==> src/rtl/xbus_pkg.sv <==
package xbus_pkg;
    // Oscillator clocks per state; a machine cycle is six states.
    localparam int CPS  = 2;
    localparam int PH_W = 4;
    typedef logic [PH_W-1:0] ph_t;

    localparam ph_t PH_SHORT_LAST = ph_t'(3 * CPS - 1);   // 6-clock slot
    localparam ph_t PH_LONG_LAST  = ph_t'(6 * CPS - 1);   // 12-clock slot
    localparam ph_t PH_ALE_LAST   = ph_t'(CPS - 1);       // ALE low in state 0
    localparam ph_t PH_ADDR_HOLD  = ph_t'(CPS);           // address held past ALE
    localparam ph_t PH_CODE_STB   = ph_t'(CPS + 1);       // program strobe start
    localparam ph_t PH_DSTB_ON    = ph_t'(2 * CPS);       // data strobe start
    localparam ph_t PH_DSTB_LAST  = ph_t'(5 * CPS - 1);   // data strobe end
    localparam ph_t PH_WDATA_LAST = ph_t'(5 * CPS);       // write data hold

    typedef enum logic [1:0] {
        REQ_CODE = 2'd0,
        REQ_DRD  = 2'd1,
        REQ_DWR  = 2'd2,
        REQ_NONE = 2'd3
    } req_e;

    typedef enum logic [1:0] {
        SL_IDLE,
        SL_CODE,
        SL_DRD,
        SL_DWR
    } slot_e;
endpackage

==> src/rtl/xbus_sched.sv <==
module xbus_sched
    import xbus_pkg::*;
#(
    parameter int ADDR_W = 16,
    parameter int DATA_W = 8
) (
    input  logic              clk,
    input  logic              rst_n,
    input  logic              go,
    input  logic [1:0]        kind,
    input  logic [ADDR_W-1:0] addr,
    input  logic [DATA_W-1:0] wdata,
    output logic              busy,
    output slot_e             slot_q,
    output ph_t               ph_q,
    output slot_e             slot_d,
    output ph_t               ph_d,
    output logic [ADDR_W-1:0] addr_d,
    output logic [DATA_W-1:0] wdata_d
);
    slot_e             slot_r, slot_n;
    ph_t               ph_r, ph_n;
    logic              pend_r;
    req_e              pend_kind;
    logic [ADDR_W-1:0] pend_addr, cur_addr, cur_addr_n;
    logic [DATA_W-1:0] pend_wdata, cur_wdata, cur_wdata_n;
    logic              at_end, busy_c, accept;

    // Next-state: advance the phase, choose the next slot at the boundary.
    always_comb begin
        if (slot_r == SL_DRD || slot_r == SL_DWR) begin
            at_end = (ph_r == PH_LONG_LAST);
        end else begin
            at_end = (ph_r == PH_SHORT_LAST);
        end
        busy_c      = pend_r || (slot_r != SL_IDLE);
        accept      = go && !busy_c && (kind != REQ_NONE);
        slot_n      = slot_r;
        ph_n        = ph_r + ph_t'(1);
        cur_addr_n  = cur_addr;
        cur_wdata_n = cur_wdata;
        if (at_end) begin
            ph_n   = '0;
            slot_n = SL_IDLE;
            if (pend_r) begin
                unique case (pend_kind)
                    REQ_CODE: slot_n = SL_CODE;
                    REQ_DRD:  slot_n = SL_DRD;
                    REQ_DWR:  slot_n = SL_DWR;
                    REQ_NONE: slot_n = SL_IDLE;
                endcase
                cur_addr_n  = pend_addr;
                cur_wdata_n = pend_wdata;
            end
        end
    end

    // State register and single-entry request hold.
    always_ff @(posedge clk or negedge rst_n) begin
        if (!rst_n) begin
            slot_r     <= SL_IDLE;
            ph_r       <= PH_SHORT_LAST;
            pend_r     <= 1'b0;
            pend_kind  <= REQ_NONE;
            pend_addr  <= '0;
            pend_wdata <= '0;
            cur_addr   <= '0;
            cur_wdata  <= '0;
        end else begin
            slot_r    <= slot_n;
            ph_r      <= ph_n;
            cur_addr  <= cur_addr_n;
            cur_wdata <= cur_wdata_n;
            if (at_end && pend_r) begin
                pend_r <= 1'b0;
            end else if (accept) begin
                pend_r     <= 1'b1;
                pend_kind  <= req_e'(kind);
                pend_addr  <= addr;
                pend_wdata <= wdata;
            end
        end
    end

    assign busy    = busy_c;
    assign slot_q  = slot_r;
    assign ph_q    = ph_r;
    assign slot_d  = slot_n;
    assign ph_d    = ph_n;
    assign addr_d  = cur_addr_n;
    assign wdata_d = cur_wdata_n;
endmodule

==> src/rtl/xbus_drive.sv <==
module xbus_drive
    import xbus_pkg::*;
#(
    parameter int ADDR_W = 16,
    parameter int DATA_W = 8
) (
    input  logic                     clk,
    input  logic                     rst_n,
    input  slot_e                    slot_d,
    input  ph_t                      ph_d,
    input  logic [ADDR_W-1:0]        addr_d,
    input  logic [DATA_W-1:0]        wdata_d,
    output logic                     ale_n,
    output logic                     psen_n,
    output logic                     rd_n,
    output logic                     wr_n,
    output logic [DATA_W-1:0]        ad_out,
    output logic                     ad_oe,
    output logic [ADDR_W-DATA_W-1:0] a_hi,
    output logic                     a_hi_oe
);
    logic              ale_c, ps_c, rd_c, wr_c, oe_c, hioe_c;
    logic [DATA_W-1:0] ad_c;
    logic              addr_ph;

    // Pin decode for the coming slot and phase.
    always_comb begin
        ale_c   = (ph_d > PH_ALE_LAST);
        ps_c    = 1'b1;
        rd_c    = 1'b1;
        wr_c    = 1'b1;
        oe_c    = 1'b0;
        ad_c    = '0;
        hioe_c  = (slot_d != SL_IDLE);
        addr_ph = (ph_d <= PH_ADDR_HOLD);
        unique case (slot_d)
            SL_IDLE: begin
            end
            SL_CODE: begin
                if (addr_ph) begin
                    oe_c = 1'b1;
                    ad_c = addr_d[DATA_W-1:0];
                end
                if (ph_d >= PH_CODE_STB) ps_c = 1'b0;
            end
            SL_DRD: begin
                if (addr_ph) begin
                    oe_c = 1'b1;
                    ad_c = addr_d[DATA_W-1:0];
                end
                if (ph_d >= PH_DSTB_ON && ph_d <= PH_DSTB_LAST) rd_c = 1'b0;
            end
            SL_DWR: begin
                if (addr_ph) begin
                    oe_c = 1'b1;
                    ad_c = addr_d[DATA_W-1:0];
                end else if (ph_d <= PH_WDATA_LAST) begin
                    oe_c = 1'b1;
                    ad_c = wdata_d;
                end
                if (ph_d >= PH_DSTB_ON && ph_d <= PH_DSTB_LAST) wr_c = 1'b0;
            end
        endcase
    end

    // Output registers.
    always_ff @(posedge clk or negedge rst_n) begin
        if (!rst_n) begin
            ale_n   <= 1'b1;
            psen_n  <= 1'b1;
            rd_n    <= 1'b1;
            wr_n    <= 1'b1;
            ad_oe   <= 1'b0;
            ad_out  <= '0;
            a_hi    <= '0;
            a_hi_oe <= 1'b0;
        end else begin
            ale_n   <= ale_c;
            psen_n  <= ps_c;
            rd_n    <= rd_c;
            wr_n    <= wr_c;
            ad_oe   <= oe_c;
            ad_out  <= ad_c;
            a_hi_oe <= hioe_c;
            if (hioe_c) a_hi <= addr_d[ADDR_W-1:DATA_W];
        end
    end


    strobe_excl_chk: assert property (@(posedge clk) disable iff (!rst_n)
        $countones({~psen_n, ~rd_n, ~wr_n}) <= 1);

    bus_turn_chk: assert property (@(posedge clk) disable iff (!rst_n)
        (!psen_n || !rd_n) |-> !ad_oe);

    addr_hold_chk: assert property (@(posedge clk) disable iff (!rst_n)
        ($rose(ale_n) && $past(ad_oe)) |-> (ad_oe && $stable(ad_out)));

    wr_hold_chk: assert property (@(posedge clk) disable iff (!rst_n)
        $rose(wr_n) |-> (ad_oe && $stable(ad_out)));
endmodule

==> src/rtl/xbus_capture.sv <==
module xbus_capture
    import xbus_pkg::*;
#(
    parameter int DATA_W = 8
) (
    input  logic              clk,
    input  logic              rst_n,
    input  slot_e             slot_q,
    input  ph_t               ph_q,
    input  logic [DATA_W-1:0] ad_in,
    output logic [DATA_W-1:0] rdata,
    output logic              done
);
    logic take, fin;

    always_comb begin
        take = 1'b0;
        fin  = 1'b0;
        unique case (slot_q)
            SL_IDLE: begin
            end
            SL_CODE: begin
                take = (ph_q == PH_SHORT_LAST);
                fin  = take;
            end
            SL_DRD: begin
                take = (ph_q == PH_DSTB_LAST);
                fin  = (ph_q == PH_LONG_LAST);
            end
            SL_DWR: begin
                fin  = (ph_q == PH_LONG_LAST);
            end
        endcase
    end

    always_ff @(posedge clk or negedge rst_n) begin
        if (!rst_n) begin
            rdata <= '0;
            done  <= 1'b0;
        end else begin
            done <= fin;
            if (take) rdata <= ad_in;
        end
    end


    done_pulse_chk: assert property (@(posedge clk) disable iff (!rst_n)
        done |=> !done);
endmodule

==> src/rtl/xbus_ctrl.sv <==
module xbus_ctrl
    import xbus_pkg::*;
#(
    parameter int ADDR_W = 16,
    parameter int DATA_W = 8
) (
    input  logic                     clk,
    input  logic                     rst_n,
    input  logic                     go,
    input  logic [1:0]               kind,
    input  logic [ADDR_W-1:0]        addr,
    input  logic [DATA_W-1:0]        wdata,
    output logic                     busy,
    output logic                     done,
    output logic [DATA_W-1:0]        rdata,
    output logic                     ale_n,
    output logic                     psen_n,
    output logic                     rd_n,
    output logic                     wr_n,
    output logic [DATA_W-1:0]        ad_out,
    output logic                     ad_oe,
    input  logic [DATA_W-1:0]        ad_in,
    output logic [ADDR_W-DATA_W-1:0] a_hi,
    output logic                     a_hi_oe
);
    slot_e             slot_q, slot_d;
    ph_t               ph_q, ph_d;
    logic [ADDR_W-1:0] addr_d;
    logic [DATA_W-1:0] wdata_d;

    xbus_sched #(.ADDR_W(ADDR_W), .DATA_W(DATA_W)) u_sched (
        .clk(clk), .rst_n(rst_n), .go(go), .kind(kind), .addr(addr),
        .wdata(wdata), .busy(busy), .slot_q(slot_q), .ph_q(ph_q),
        .slot_d(slot_d), .ph_d(ph_d), .addr_d(addr_d), .wdata_d(wdata_d)
    );

    xbus_drive #(.ADDR_W(ADDR_W), .DATA_W(DATA_W)) u_drive (
        .clk(clk), .rst_n(rst_n), .slot_d(slot_d), .ph_d(ph_d),
        .addr_d(addr_d), .wdata_d(wdata_d), .ale_n(ale_n), .psen_n(psen_n),
        .rd_n(rd_n), .wr_n(wr_n), .ad_out(ad_out), .ad_oe(ad_oe),
        .a_hi(a_hi), .a_hi_oe(a_hi_oe)
    );

    xbus_capture #(.DATA_W(DATA_W)) u_cap (
        .clk(clk), .rst_n(rst_n), .slot_q(slot_q), .ph_q(ph_q),
        .ad_in(ad_in), .rdata(rdata), .done(done)
    );


    done_idle_chk: assert property (@(posedge clk) disable iff (!rst_n)
        done |-> !busy);

    accept_busy_chk: assert property (@(posedge clk) disable iff (!rst_n)
        (go && !busy && kind != 2'b11) |=> busy);
endmodule

==> config.mk <==
export PLATFORM = sky130hd
export DESIGN_NAME = xbus_ctrl
export DESIGN_NICKNAME = d
export VERILOG_FILES = /design/src/rtl/xbus_pkg.sv /design/src/rtl/xbus_sched.sv /design/src/rtl/xbus_drive.sv /design/src/rtl/xbus_capture.sv /design/src/rtl/xbus_ctrl.sv
export SDC_FILE = /design/constraint.sdc
export NUM_CORES = 1
export LEC_CHECK = 0
export BUFFER_PORTS_ARGS = -buffer_cell sky130_fd_sc_hd__buf_2
export CORE_UTILIZATION = 35
export DETAILED_ROUTE_END_ITERATION = 6
export PLACE_DENSITY = 0.65
export SYNTH_ARGS = -nofsm -noshare
export SYNTH_HDL_FRONTEND = slang
export SYNTH_SLANG_ARGS = --single-unit
==> constraint.sdc <==
create_clock -name clk -period 4.2 [get_ports clk]
set_clock_uncertainty 0.15 [all_clocks]
set_input_delay 0.21 -clock clk [delete_from_list [all_inputs] [get_ports clk]]
set_output_delay 0.21 -clock clk [all_outputs]
set_load 0.1 [all_outputs]
**Word-level counts from Yosys, hierarchy flattened**

Cells that the tools add are included.

- Register bits after elaboration: 88
- Bits in latches: 0
- Memory bits (writable): 0
- Memory bits (read-only): 0
- Input bits: 37
- Output and inout port bits: 32
- Word-level logic and storage cells: 79
- Memories: 0

- Add/subtract/negate cells: 1
- $mul: 0
- Divide/modulo/power cells: 0
- Order comparisons: 6
- Equal/unequal tests: 13
- Shift operators: 0
- Mux-type cells: 26
- Bitwise gates (word level): 1
- Reduce and logical (&&, ||, !) cells: 14

Operators with widths:

| cell | number |
|---|---|
| 8-bit 2-to-1 mux | 5 |
| 16-bit 2-to-1 mux | 2 |
| 8-bit one-hot mux with 2 select lines | 1 |
| 2-bit equality test (second input constant) | 6 |
| 1-bit 2-to-1 mux | 11 |
| 4-bit equality test (second input constant) | 2 |
| 4-bit less-or-equal comparator (second input constant) | 2 |
| 2-bit one-hot mux with 4 select lines | 1 |
| 2-bit by 1-bit equality test with 1-bit output (second input constant) | 3 |
| 1-bit one-hot mux with 2 select lines | 3 |
| 2-bit nonzero test | 3 |
| 4-bit by 1-bit adder with 4-bit output (second input constant) | 1 |
| 4-bit by 3-bit equality test with 1-bit output (second input constant) | 1 |
| 4-bit by 2-bit >= comparator with 1-bit output (second input constant) | 1 |
| 4-bit by 3-bit >= comparator with 1-bit output (second input constant) | 1 |
| 4-bit by 1-bit > comparator with 1-bit output (second input constant) | 1 |
| 4-bit by 2-bit less-or-equal comparator with 1-bit output (second input constant) | 1 |
| 1-bit logical AND | 4 |
| 2-bit 2-to-1 mux | 2 |
| 4-bit 2-to-1 mux | 1 |
| 2-bit OR reduction | 2 |
| 2-bit zero test | 1 |
| 1-bit logical OR | 2 |
| 2-bit inequality test (second input constant) | 1 |
| other kinds (3) | 3 |

**Depth between registers and ports, before layout**

Gate-level depths: netlist of the first run.

- Word-level depth: 8
- Gate-level depth with buffers: 13
- Depth with buffers taken out: 12

**Modules after synthesis**

A second synthesis of the first run with hierarchy kept.

- Cell total of the unflattened synthesis: 244
- Area total of the unflattened synthesis: 3631.0 µm²

By module, submodules not included:

| module | instances | cells an instance | area an instance (µm²) | seq. area each (µm²) |
|---|---|---|---|---|
| xbus_sched | 1 | 140 | 2234.6 | 1431.4 |
| xbus_drive | 1 | 73 | 958.4 | 555.5 |
| xbus_capture | 1 | 31 | 437.9 | 225.2 |

**Least setup slack after synthesis of the first run**

No wires, ideal clock.

- Kind: register to register
- Start: register u_sched.slot_r[0], in the netlist u_sched.slot_q[0]
- End: register u_drive.ad_oe
- Library setup time: 0.148 ns
- Arrival: 2.701 ns
- Data required time: 3.902 ns
- Slack: 1.201 ns
- Cell stages (with the launch flop): 12
- Path buffers: 1
- Period minus slack after synthesis: 2.999 ns
- Cell sequence: dfrtp_1 > inv_1 > ha_1 > o211ai_2 > a2bb2oi_2 > clkbuf_1 > nor2_1 > a21oi_1 > inv_1 > ha_1 > o31ai_2 > a21oi_1

- Elaborated cells on any way between the ends: 16
- Classes of those cells: order compare: 2; eq/ne: 5; mux: 7; reduce/logical: 2

RTL lines:

| element | line | RTL |
|---|---|---|
| from (decl) | xbus_sched.sv:21 | `slot_e slot_r, slot_n;` |
| from (signal assigned) | xbus_sched.sv:70 | `slot_r <= slot_n;` |
| 2-bit equality test | xbus_sched.sv:31 | `if (slot_r == SL_DRD \|\| slot_r == SL_DWR) begin` |
| 1-bit logical OR | xbus_sched.sv:31 |  |
| 1-bit 2-to-1 mux | xbus_sched.sv:31 |  |
| 2-bit 2-to-1 mux (*) | xbus_sched.sv:42 | `if (at_end) begin` |
| via slot_d[0] | xbus_ctrl.sv:26 | `slot_e slot_q, slot_d;` |
| 2-bit by 1-bit equality test with 1-bit output or 2-bit equality test (tied branches) | xbus_drive.sv:36 | `unique case (slot_d)` |
| 2-bit OR reduction (no line) | n/a |  |
| 1-bit one-hot mux with 2 select lines (*) | xbus_drive.sv:36 |  |
| via u_drive.oe_c | xbus_drive.sv:22 | `logic ale_c, ps_c, rd_c, wr_c, oe_c, hioe_c;` |
| to (signal assigned) | xbus_drive.sv:73 | `ad_oe <= 1'b0;` |
| to (signal assigned) | xbus_drive.sv:82 | `ad_oe <= oe_c;` |
| to (decl) | xbus_drive.sv:18 | `output logic ad_oe,` |

The timed path passes the listed nets; every way through them passes the cells marked *.
A chain may end at the register's enable or synchronous reset.

**Worst setup path after layout of the first run**

- Start: register u_sched.ph_r[0], in the netlist u_sched.ph_q[0]
- End: register u_drive.ad_oe

- Elaborated cells on any way between the ends: 16
- Classes of those cells: add/sub: 1; order compare: 2; eq/ne: 5; mux: 7; reduce/logical: 1

RTL lines:

| element | line | RTL |
|---|---|---|
| from (decl) | xbus_sched.sv:22 | `ph_t ph_r, ph_n;` |
| from (signal assigned) | xbus_sched.sv:71 | `ph_r <= ph_n;` |
| 4-bit by 3-bit equality test with 1-bit output or 4-bit equality test (tied branches) | xbus_sched.sv:34, xbus_sched.sv:32 |  |
| 1-bit 2-to-1 mux (*) | xbus_sched.sv:31 |  |
| 2-bit 2-to-1 mux (*) | xbus_sched.sv:42 |  |
| via slot_d[0] | xbus_ctrl.sv:26 |  |
| 2-bit by 1-bit equality test with 1-bit output or 2-bit equality test (tied branches) | xbus_drive.sv:36 |  |
| 2-bit OR reduction (no line) | n/a |  |
| 1-bit one-hot mux with 2 select lines (*) | xbus_drive.sv:36 |  |
| via u_drive.oe_c | xbus_drive.sv:22 |  |

Marks and branches as above.

==> results_dict.tcl, run 1 <==
set metrics [dict create \
    cp_data_arrival_time_ps 3220 \
    final_max_slew_viol_count 0 \
    antenna_cells_inserted 0 \
    synthesis.yosys.warnings 0 \
    drt.antenna.violating_nets 0 \
    hold_violations 0 \
    status "finished, final reports clean" \
    hp-class "in2reg" \
    hold-path-endpoint "u_sched.pend_r$_DFFE_PN0P_" \
    global_route.usage.met3_pct 2.18 \
    initialDrtViolationCount 118 \
    die_width_um 107 \
    post-layout-total-power_mw 4.15 \
    cts_tree "yes" \
    core_area_um2 10800 \
    slew_headroom_pct 43.2 \
    finalCriticalPeriod_ps 3150 \
    peakVddDrop_v 0.000327 \
    max_freq_mhz 317 \
    detail_route.wirelength_mm 7.84 \
    cts_setup_buffers 0 \
    count_of_vias_placed_by_the_detailed_router 2478 \
    max_incr_delay_on_cp_ps 630 \
    first_global_vias 2539 \
    power.static_leakage_nw 2.32 \
    clkTransAtPathRegs_ps 90 \
    cts-root-to-sink-buffers 2 \
    count_of_max_cap_constraint_violations 0 \
    synth_area_um2 3880 \
    power.density_cell_area_nw_per_um2 848 \
    top_fanout_value_on_the_critical_path 28 \
    viasPerCell 4.62 \
    clkSinkCount 88 \
    critical_path_required_ps 4270 \
    critical_path.reg2reg.endpoint "u_drive.ad_oe$_DFF_PN0_" \
    area_enclosed_by_the_die_boundary_um2 11500 \
    min-delay-start "go" \
    buffer_ports.inserted 68 \
    worst_path_max_delay_cell "sky130_fd_sc_hd__dfstp_2" \
    cts_resized 0 \
    firstDrtPassIters 4 \
    ffs_latches_synth 88 \
    grt_max_degree 66 \
    finish.net_count 443 \
    global_route.usage.met2_pct 22.3 \
    mappedNetlistNets 336 \
    setup.worst_path.end_class "register" \
    rsz0062_at_grt "no" \
    rr_startpoint "u_sched.ph_q[0]$_DFF_PN1_" \
    whs_path_depth 4 \
    critPathLaunchType "register" \
    gp_congestion 0.830 \
    met1_usage_pct 20.8 \
    timing.final.setup_violations 0 \
    final_layout_size_suffix_gt1_share_pct 42.7 \
    die_height_um 107 \
    globalRoute.totalOverflow 0 \
    num_io_pins 69 \
    htree_num_levels 3 \
    syn2layout_area_growth_pct 26.1 \
    cell_family_contributing_the_most_delay_on_the_critical_path "compound AO/OA/AOI/OAI gates" \
    synthesis.area_per_instance_um2 13.7 \
    synth_cell_types 37 \
    root_buffer "sky130_fd_sc_hd__clkbuf_8" \
    effective_utilization_at_floorplan_pct 35.8 \
    setup_tns_ps 0 \
    worstMarginPinSlew_ps 851 \
    detailed_place_hpwl_mm 5.25 \
    critPathKind "reg2reg" \
    grt_pass1_wl_mm 12.9 \
    gr-max-usage-layer "met2" \
    setup.reg_to_reg.worst_slack_ps 1050 \
    antenna_found_initial 0 \
    worstRegToRegCells 9 \
    track_usage_pct 14.8 \
    syn_inst 284 \
    final_min_period_over_clock_period_pct 75.1 \
    crit_buf_inv 2 \
    drcViolationCount 0 \
    core.rowCount 38 \
    crit_path_cell_trace "ha_1 > o211ai_2 > a2bb2oi_2 > buf_4 > a21oi_1 > inv_1 > ha_1 > o31ai_2 > a21oi_1" \
    cts_buffers 9 \
    n_fill_cell 1035 \
    routedWlPerCell_um 14.6 \
    ys_seq_area_share_pct 57.0 \
    clk-insertion-delay-late_ps 360 \
]
==> worst reg2reg max path, cell delays in order, from the launching register on <==
cell and delay, ps:
sky130_fd_sc_hd__dfstp_2 630, sky130_fd_sc_hd__ha_1 310, sky130_fd_sc_hd__o211ai_2 180, sky130_fd_sc_hd__a2bb2oi_2 170, sky130_fd_sc_hd__buf_4 220, sky130_fd_sc_hd__a21oi_1 290, sky130_fd_sc_hd__inv_1 130, sky130_fd_sc_hd__ha_1 250
sky130_fd_sc_hd__o31ai_2 600, sky130_fd_sc_hd__a21oi_1 100
==> state kept, by name (all words and copies together), names as in the netlist <==
name,flops
u_sched.cur_wdata,8
u_drive.ale_n,1
u_sched.pend_kind,2
u_drive.ad_out,8
u_sched.slot_q,2
u_drive.rd_n,1
u_sched.pend_addr,16
u_sched.pend_wdata,8
u_cap.rdata,8
u_sched.pend_r,1
u_drive.psen_n,1
u_drive.ad_oe,1
u_drive.a_hi_oe,1
u_sched.cur_addr,16
u_drive.wr_n,1
u_cap.done,1
u_drive.a_hi,8
u_sched.ph_q,4
==> timing repair <==
| item | 4_1_cts | 5_1_grt |
|---|---|---|
| endpoints found under the setup margin | 0 | 0 |
| hold buffers | 35 | 0 |
| endpoints found under the hold margin | 90 | 0 |
==> kinds of logic (layout without fill, tap and decap cells) <==
kind of cell	Yosys count	count (layout)	share of synthesized area, %
buffers and inverters	21	133	2.29
adder cells (fa/ha/maj)	15	15	4.83
AO/OA/AOI/OAI	47	47	8.67
flip-flops	88	88	57.0
AND/OR/NAND/NOR	36	36	4.70
multiplexers	75	75	22.1
XOR/XNOR	2	2	0.451
==> power breakdown <==
group | leakage [nW] | switching [mW] | internal [mW]
combinational | 1.16 | 1.38 | 0.759
sequential | 1.08 | 0.249 | 1.24
clock | 0.0870 | 0.310 | 0.218
==> area by class of cell <==
cell class	instances	area, um2	share of cell area, %
clock buffers	10	128	2.61
clock inverters	6	43.8	0.894
inverters	11	41.3	0.843
multi-input cells	175	1580	32.3
flip-flops and latches	88	2210	45.2
well taps	140	175	3.58
repair buffers	106	716	14.6
==> cell usage after synthesis <==
cell                        number  area share (%)
sky130_fd_sc_hd__dfrtp_1        80              52
sky130_fd_sc_hd__mux2_2         61              18
sky130_fd_sc_hd__nor2_1         18             1.7
sky130_fd_sc_hd__a21oi_1        15             1.9
sky130_fd_sc_hd__ha_1           15             4.8
sky130_fd_sc_hd__inv_1          10            0.97
sky130_fd_sc_hd__a31oi_1         9             1.5
sky130_fd_sc_hd__o211ai_1        9             1.7
sky130_fd_sc_hd__dfstp_2         8             5.4
sky130_fd_sc_hd__mux2i_1         8             2.1
sky130_fd_sc_hd__nand2_1         8            0.77
sky130_fd_sc_hd__mux2_4          6             2.3
sky130_fd_sc_hd__clkbuf_1        5            0.48
sky130_fd_sc_hd__o21ai_0         3            0.39
sky130_fd_sc_hd__and3_1          2            0.32
sky130_fd_sc_hd__buf_1           2            0.19
sky130_fd_sc_hd__buf_2           2            0.26
sky130_fd_sc_hd__nand2b_1        2            0.32
sky130_fd_sc_hd__nor2b_1         2            0.32
sky130_fd_sc_hd__xnor2_1         2            0.45
sky130_fd_sc_hd__a21bo_2         1            0.26
sky130_fd_sc_hd__a21o_1          1            0.19
sky130_fd_sc_hd__a2bb2oi_1       1            0.23
sky130_fd_sc_hd__a2bb2oi_2       1            0.39
sky130_fd_sc_hd__buf_6           1            0.29
sky130_fd_sc_hd__inv_2           1           0.097
sky130_fd_sc_hd__nand2_4         1            0.29
sky130_fd_sc_hd__nand3_1         1            0.13
sky130_fd_sc_hd__nand3b_1        1            0.19
sky130_fd_sc_hd__nor4b_4         1            0.61
sky130_fd_sc_hd__o2111ai_1       1            0.23
sky130_fd_sc_hd__o211ai_2        1            0.32
sky130_fd_sc_hd__o21a_1          1            0.19
sky130_fd_sc_hd__o21ai_1         1            0.13
sky130_fd_sc_hd__o2bb2ai_4       1            0.71
sky130_fd_sc_hd__o31ai_1         1            0.19
sky130_fd_sc_hd__o31ai_2         1            0.32
==> through the flow <==
stage / instance area (um2) / hold WS, ps / util, % / setup WS [ps] / std cells
floorplan: 3880 / -236 / - / 1200 / 284
global placement: 4380 / 197 / 40.4 / 1160 / 485
detailed placement: 4380 / 221 / 40.4 / 1010 / 485
CTS: 4900 / 186 / 45.2 / 1020 / 536
global route: 4900 / 222 / 45.2 / 713 / 536
finish: 4900 / 195 / 45.2 / 1050 / 536
==> metal layers <==
layer | vias up | part of all wire [%]
met5 | - | 0
met4 | 0 | 2.3
met3 | 13 | 2.7
met2 | 47 | 46
met1 | 1198 | 49
li1 | 1220 | -
==> cell usage in the layout, fill, tap and decap left out, types with 2 or more instances in the layout <==
cell type	n
sky130_fd_sc_hd__nand2_1	8
sky130_fd_sc_hd__inv_6	2
sky130_fd_sc_hd__mux2_4	6
sky130_fd_sc_hd__mux2i_1	8
sky130_fd_sc_hd__clkbuf_8	9
sky130_fd_sc_hd__a31oi_1	9
sky130_fd_sc_hd__and3_1	2
sky130_fd_sc_hd__ha_1	15
sky130_fd_sc_hd__buf_2	67
sky130_fd_sc_hd__dfrtp_1	80
sky130_fd_sc_hd__dlygate4sd3_1	35
sky130_fd_sc_hd__mux2_2	61
sky130_fd_sc_hd__clkinv_2	2
sky130_fd_sc_hd__o21ai_0	3
sky130_fd_sc_hd__nor2_1	18
sky130_fd_sc_hd__inv_1	10
sky130_fd_sc_hd__a21oi_1	15
sky130_fd_sc_hd__nand2b_1	2
sky130_fd_sc_hd__dfstp_2	8
sky130_fd_sc_hd__xnor2_1	2
sky130_fd_sc_hd__o211ai_1	9
sky130_fd_sc_hd__nor2b_1	2
sky130_fd_sc_hd__buf_4	4
==> how the worst max path moves through the flow <==
stage / to / slack [ps] / startpoint / cells after the start
6_report: u_drive.ad_oe$_DFF_PN0_ / 1050 / u_sched.ph_q[0]$_DFF_PN1_ / 9
5_1_grt: u_drive.ad_out[5]$_DFF_PN0_ / 710 / u_sched.slot_q[0]$_DFF_PN0_ / 11
4_1_cts: u_drive.ad_oe$_DFF_PN0_ / 1020 / u_sched.slot_q[0]$_DFF_PN0_ / 11
3_5_place_dp: u_drive.ad_oe$_DFF_PN0_ / 1010 / u_sched.slot_q[0]$_DFF_PN0_ / 11
3_3_place_gp: u_drive.ad_out[7]$_DFF_PN0_ / 1160 / u_sched.ph_q[0]$_DFF_PN1_ / 9
2_1_floorplan: u_drive.ad_oe$_DFF_PN0_ / 1200 / u_sched.slot_q[0]$_DFF_PN0_ / 11
Note: power is estimated with default switching activity, not from simulation.
==> inputs of run 2 (changes only) <==
Settings changed: ABC_AREA set to 1, PLACE_DENSITY 0.65 to 0.67.
Clock period 4.2 ns to 2.7 ns, I/O delays scaled along.
==> run 2 against run 1 <==
Against the previous run: global-route usage rose by 1.0 points; utilization rose by 2.3 points; synthesized area up 3.4%; register-to-register slack got worse by 870 ps; routed wire length increased by 9.4%; final cell count is 25% higher; first-iteration DRC count is 25% higher; die area grew 3.3%; final area increased by 6.4%; critical endpoint is now u_drive.ad_out[2]$_DFF_PN0_; largest cell class unchanged; highest routed layer unchanged.
==> results_dict.tcl, run 2 <==
set metrics [dict create \
    status "finished, final reports clean" \
    synthesis.area_per_instance_um2 9.65 \
    track_usage_pct 15.8 \
    met1_usage_pct 21.6 \
    clkTransAtPathRegs_ps 70 \
    syn2layout_area_growth_pct 29.9 \
    final_cell_mix "97 x sky130_fd_sc_hd__nand2_1, 80 x sky130_fd_sc_hd__dfrtp_1, 67 x sky130_fd_sc_hd__buf_2" \
    buffer_ports.inserted 68 \
    htree_num_levels 3 \
    cts_tree "yes" \
    first_global_vias 3047 \
    detail_route.wirelength_mm 8.57 \
    die_width_um 109 \
    whs_path_depth 5 \
    initialDrtViolationCount 148 \
    core.rowCount 38 \
    gp_congestion 0.783 \
    layout_commonest_cell "sky130_fd_sc_hd__nand2_1" \
    die_height_um 109 \
    hp-class "in2reg" \
    final_layout_size_suffix_gt1_share_pct 30.3 \
    globalRoute.totalOverflow 0 \
    antenna_found_initial 0 \
    firstDrtPassIters 4 \
    viasPerCell 4.59 \
    yosys.area_share.xor_xnor_pct 0.218 \
    synthMostInstantiatedCell "sky130_fd_sc_hd__nand2_1" \
    reg.largest.list "u_sched.cur_addr: 16 flops, u_sched.pend_addr: 16 flops" \
    dpl.cell_count 619 \
    worstMarginPinSlew_ps 563 \
    crit_path_cell_trace "inv_1 > ha_2 > inv_1 > nand2_1 > nand3_4 > nand2_8 > nand2_4 > o22ai_1 > inv_1 > ha_2 > inv_1 > o21ai_4 > nand2_1 > nor2_1" \
    ys_seq_area_share_pct 55.1 \
    clk-insertion-delay-late_ps 340 \
    root_buffer "sky130_fd_sc_hd__clkbuf_16" \
    worstRegToRegCells 14 \
    yosys.area_share.simple_pct 17.9 \
    synth.top_cell.area_share_pct 49.9 \
    setup.worst_path.end_class "register" \
    synth_top_cell_by_area "sky130_fd_sc_hd__dfrtp_1" \
    drcViolationCount 0 \
    final_max_slew_viol_count 0 \
    clkSinkCount 88 \
    antenna_cells_inserted 0 \
    stdcell_count 671 \
    synth_edf_count 0 \
    finish.net_count 578 \
    drt.antenna.violating_nets 0 \
    count_of_vias_placed_by_the_detailed_router 3081 \
    final_design_area_no_fill_um2 5210 \
    core_area_um2 11000 \
    synth.area.top_cells "sky130_fd_sc_hd__dfrtp_1 50%, sky130_fd_sc_hd__nand2_1 9.1%, sky130_fd_sc_hd__inv_1 5.7%" \
    hold_violations 0 \
    gr-max-usage-layer "met2" \
    critPathKind "reg2reg" \
    synth_cell_types 30 \
    max_freq_mhz 396 \
    ffs_latches_synth 88 \
    worst_path_max_delay_cell "sky130_fd_sc_hd__dfrtp_1" \
    syn_inst 416 \
    prevailing_post_synth_register_cell "sky130_fd_sc_hd__dfrtp_1" \
    synth_area_um2 4010 \
    grt_pass1_wl_mm 14.4 \
    critical_path_required_ps 2800 \
    grt_max_degree 47 \
    synth_top_family_by_area "simple AND/OR/NAND/NOR gates" \
    ys_top_cells_by_count "97 x sky130_fd_sc_hd__nand2_1, 80 x sky130_fd_sc_hd__dfrtp_1, 61 x sky130_fd_sc_hd__inv_1" \
    mappedNetlistNets 468 \
    synth_compound_gate_area_share_pct 9.57 \
    global_route.usage.met3_pct 2.99 \
    critPathLaunchType "register" \
    post_synth_fa_ha_maj_area_fraction_pct 4.68 \
    effective_utilization_at_floorplan_pct 36.5 \
    cts_buffers 9 \
    synth_async_sr_flop_share_pct 100 \
    num_io_pins 69 \
    final_min_period_over_clock_period_pct 93.6 \
    placedInstanceArea_um2 4530 \
    global_route.usage.met2_pct 24.0 \
    timing.final.setup_violations 0 \
    detailed_place_hpwl_mm 5.86 \
    cp_data_arrival_time_ps 2630 \
    n_fill_cell 1014 \
    post-route-util_pct 47.4 \
    synthMuxAreaShare_pct 4.49 \
    crit_path_frequent_cell "sky130_fd_sc_hd__inv_1" \
    synthesis.yosys.warnings 0 \
    finalCriticalPeriod_ps 2530 \
    slew_headroom_pct 62.5 \
    top_fanout_value_on_the_critical_path 9 \
    cts-root-to-sink-buffers 2 \
    max_incr_delay_on_cp_ps 400 \
    count_of_max_cap_constraint_violations 0 \
    routedWlPerCell_um 12.8 \
    area_enclosed_by_the_die_boundary_um2 11900 \
]
[run 2: stage by stage]
stage	worst slack, ps	setup TNS (ps)	hold WS [ps]
after global routing	-6.45	-6.45	198
after detailed placement	-176	-1480	19.2
after CTS	98.3	0	148
final	172	0	144
after global placement	-20.0	-133	13.6
after floorplan	11.1	0	-311
[run 2: area by class of cell]
type                            instances  area (um2)  area share, %
Clock buffer                           10         239           4.59
Sequential cell                        88        2210           42.4
Timing Repair Buffer                  112         773           14.8
Clock inverter                          6        66.3           1.27
Inverter                               64         244           4.68
Tap cell                              140         175           3.36
Multi-Input combinational cell        251        1500           28.8
[run 2: path summary, 6_finish.rpt]
check | from | to | slack (ps)
setup / recovery | u_sched.slot_q[0]$_DFF_PN0_ | u_drive.ad_out[2]$_DFF_PN0_ | 170
hold / removal | go | u_sched.pend_kind[1]$_DFFE_PN1P_ | 140
setup reg to reg | u_sched.slot_q[0]$_DFF_PN0_ | u_drive.ad_out[2]$_DFF_PN0_ | 170
hold reg to reg | u_sched.cur_addr[15]$_DFF_PN0_ | u_sched.cur_addr[15]$_DFF_PN0_ | 320
max in group asynchronous | rst_n | u_drive.ale_n$_DFF_PN1_ | 1530
min in group asynchronous | rst_n | u_sched.pend_addr[13]$_DFFE_PN0P_ | 180
[run 2: routing by layer]
layer / part of all wire (%) / vias up
met2: 46 / 82
li1: - / 1509
met1: 47 / 1472
met3: 4.9 / 18
met4: 2.5 / 0
met5: 0 / -
[run 2: logic make-up (layout without fill, tap and decap cells)]
| kind of cell | after synthesis | in the layout |
|---|---|---|
| AO/OA/AOI/OAI | 60 | 60 |
| XOR/XNOR | 1 | 1 |
| adder cells (fa/ha/maj) | 15 | 15 |
| buffers and inverters | 77 | 192 |
| flip-flops | 88 | 88 |
| multiplexers | 16 | 16 |
| AND/OR/NAND/NOR | 159 | 159 |
[run 2: what timing repair did]
action,CTS,global route
hold buffers,35,0
hold endpoints to repair,73,0
pin swaps,0,1
endpoints found under the setup margin,10,16
setup buffers,0,1
resized for setup,1,4
[run 2: critical path: cells and delay by family, from the launching register on]
| kind | cells | cell delay [ps] |
|---|---|---|
| flops | 1 | 400 |
| compound gates | 2 | 390 |
| simple gates | 6 | 640 |
| buf+inv | 4 | 320 |
| fa+ha+maj | 2 | 530 |
Power of run 2 is not shown: default switching activity piles up to over one toggle a cycle in this logic, so the estimate is an artifact.
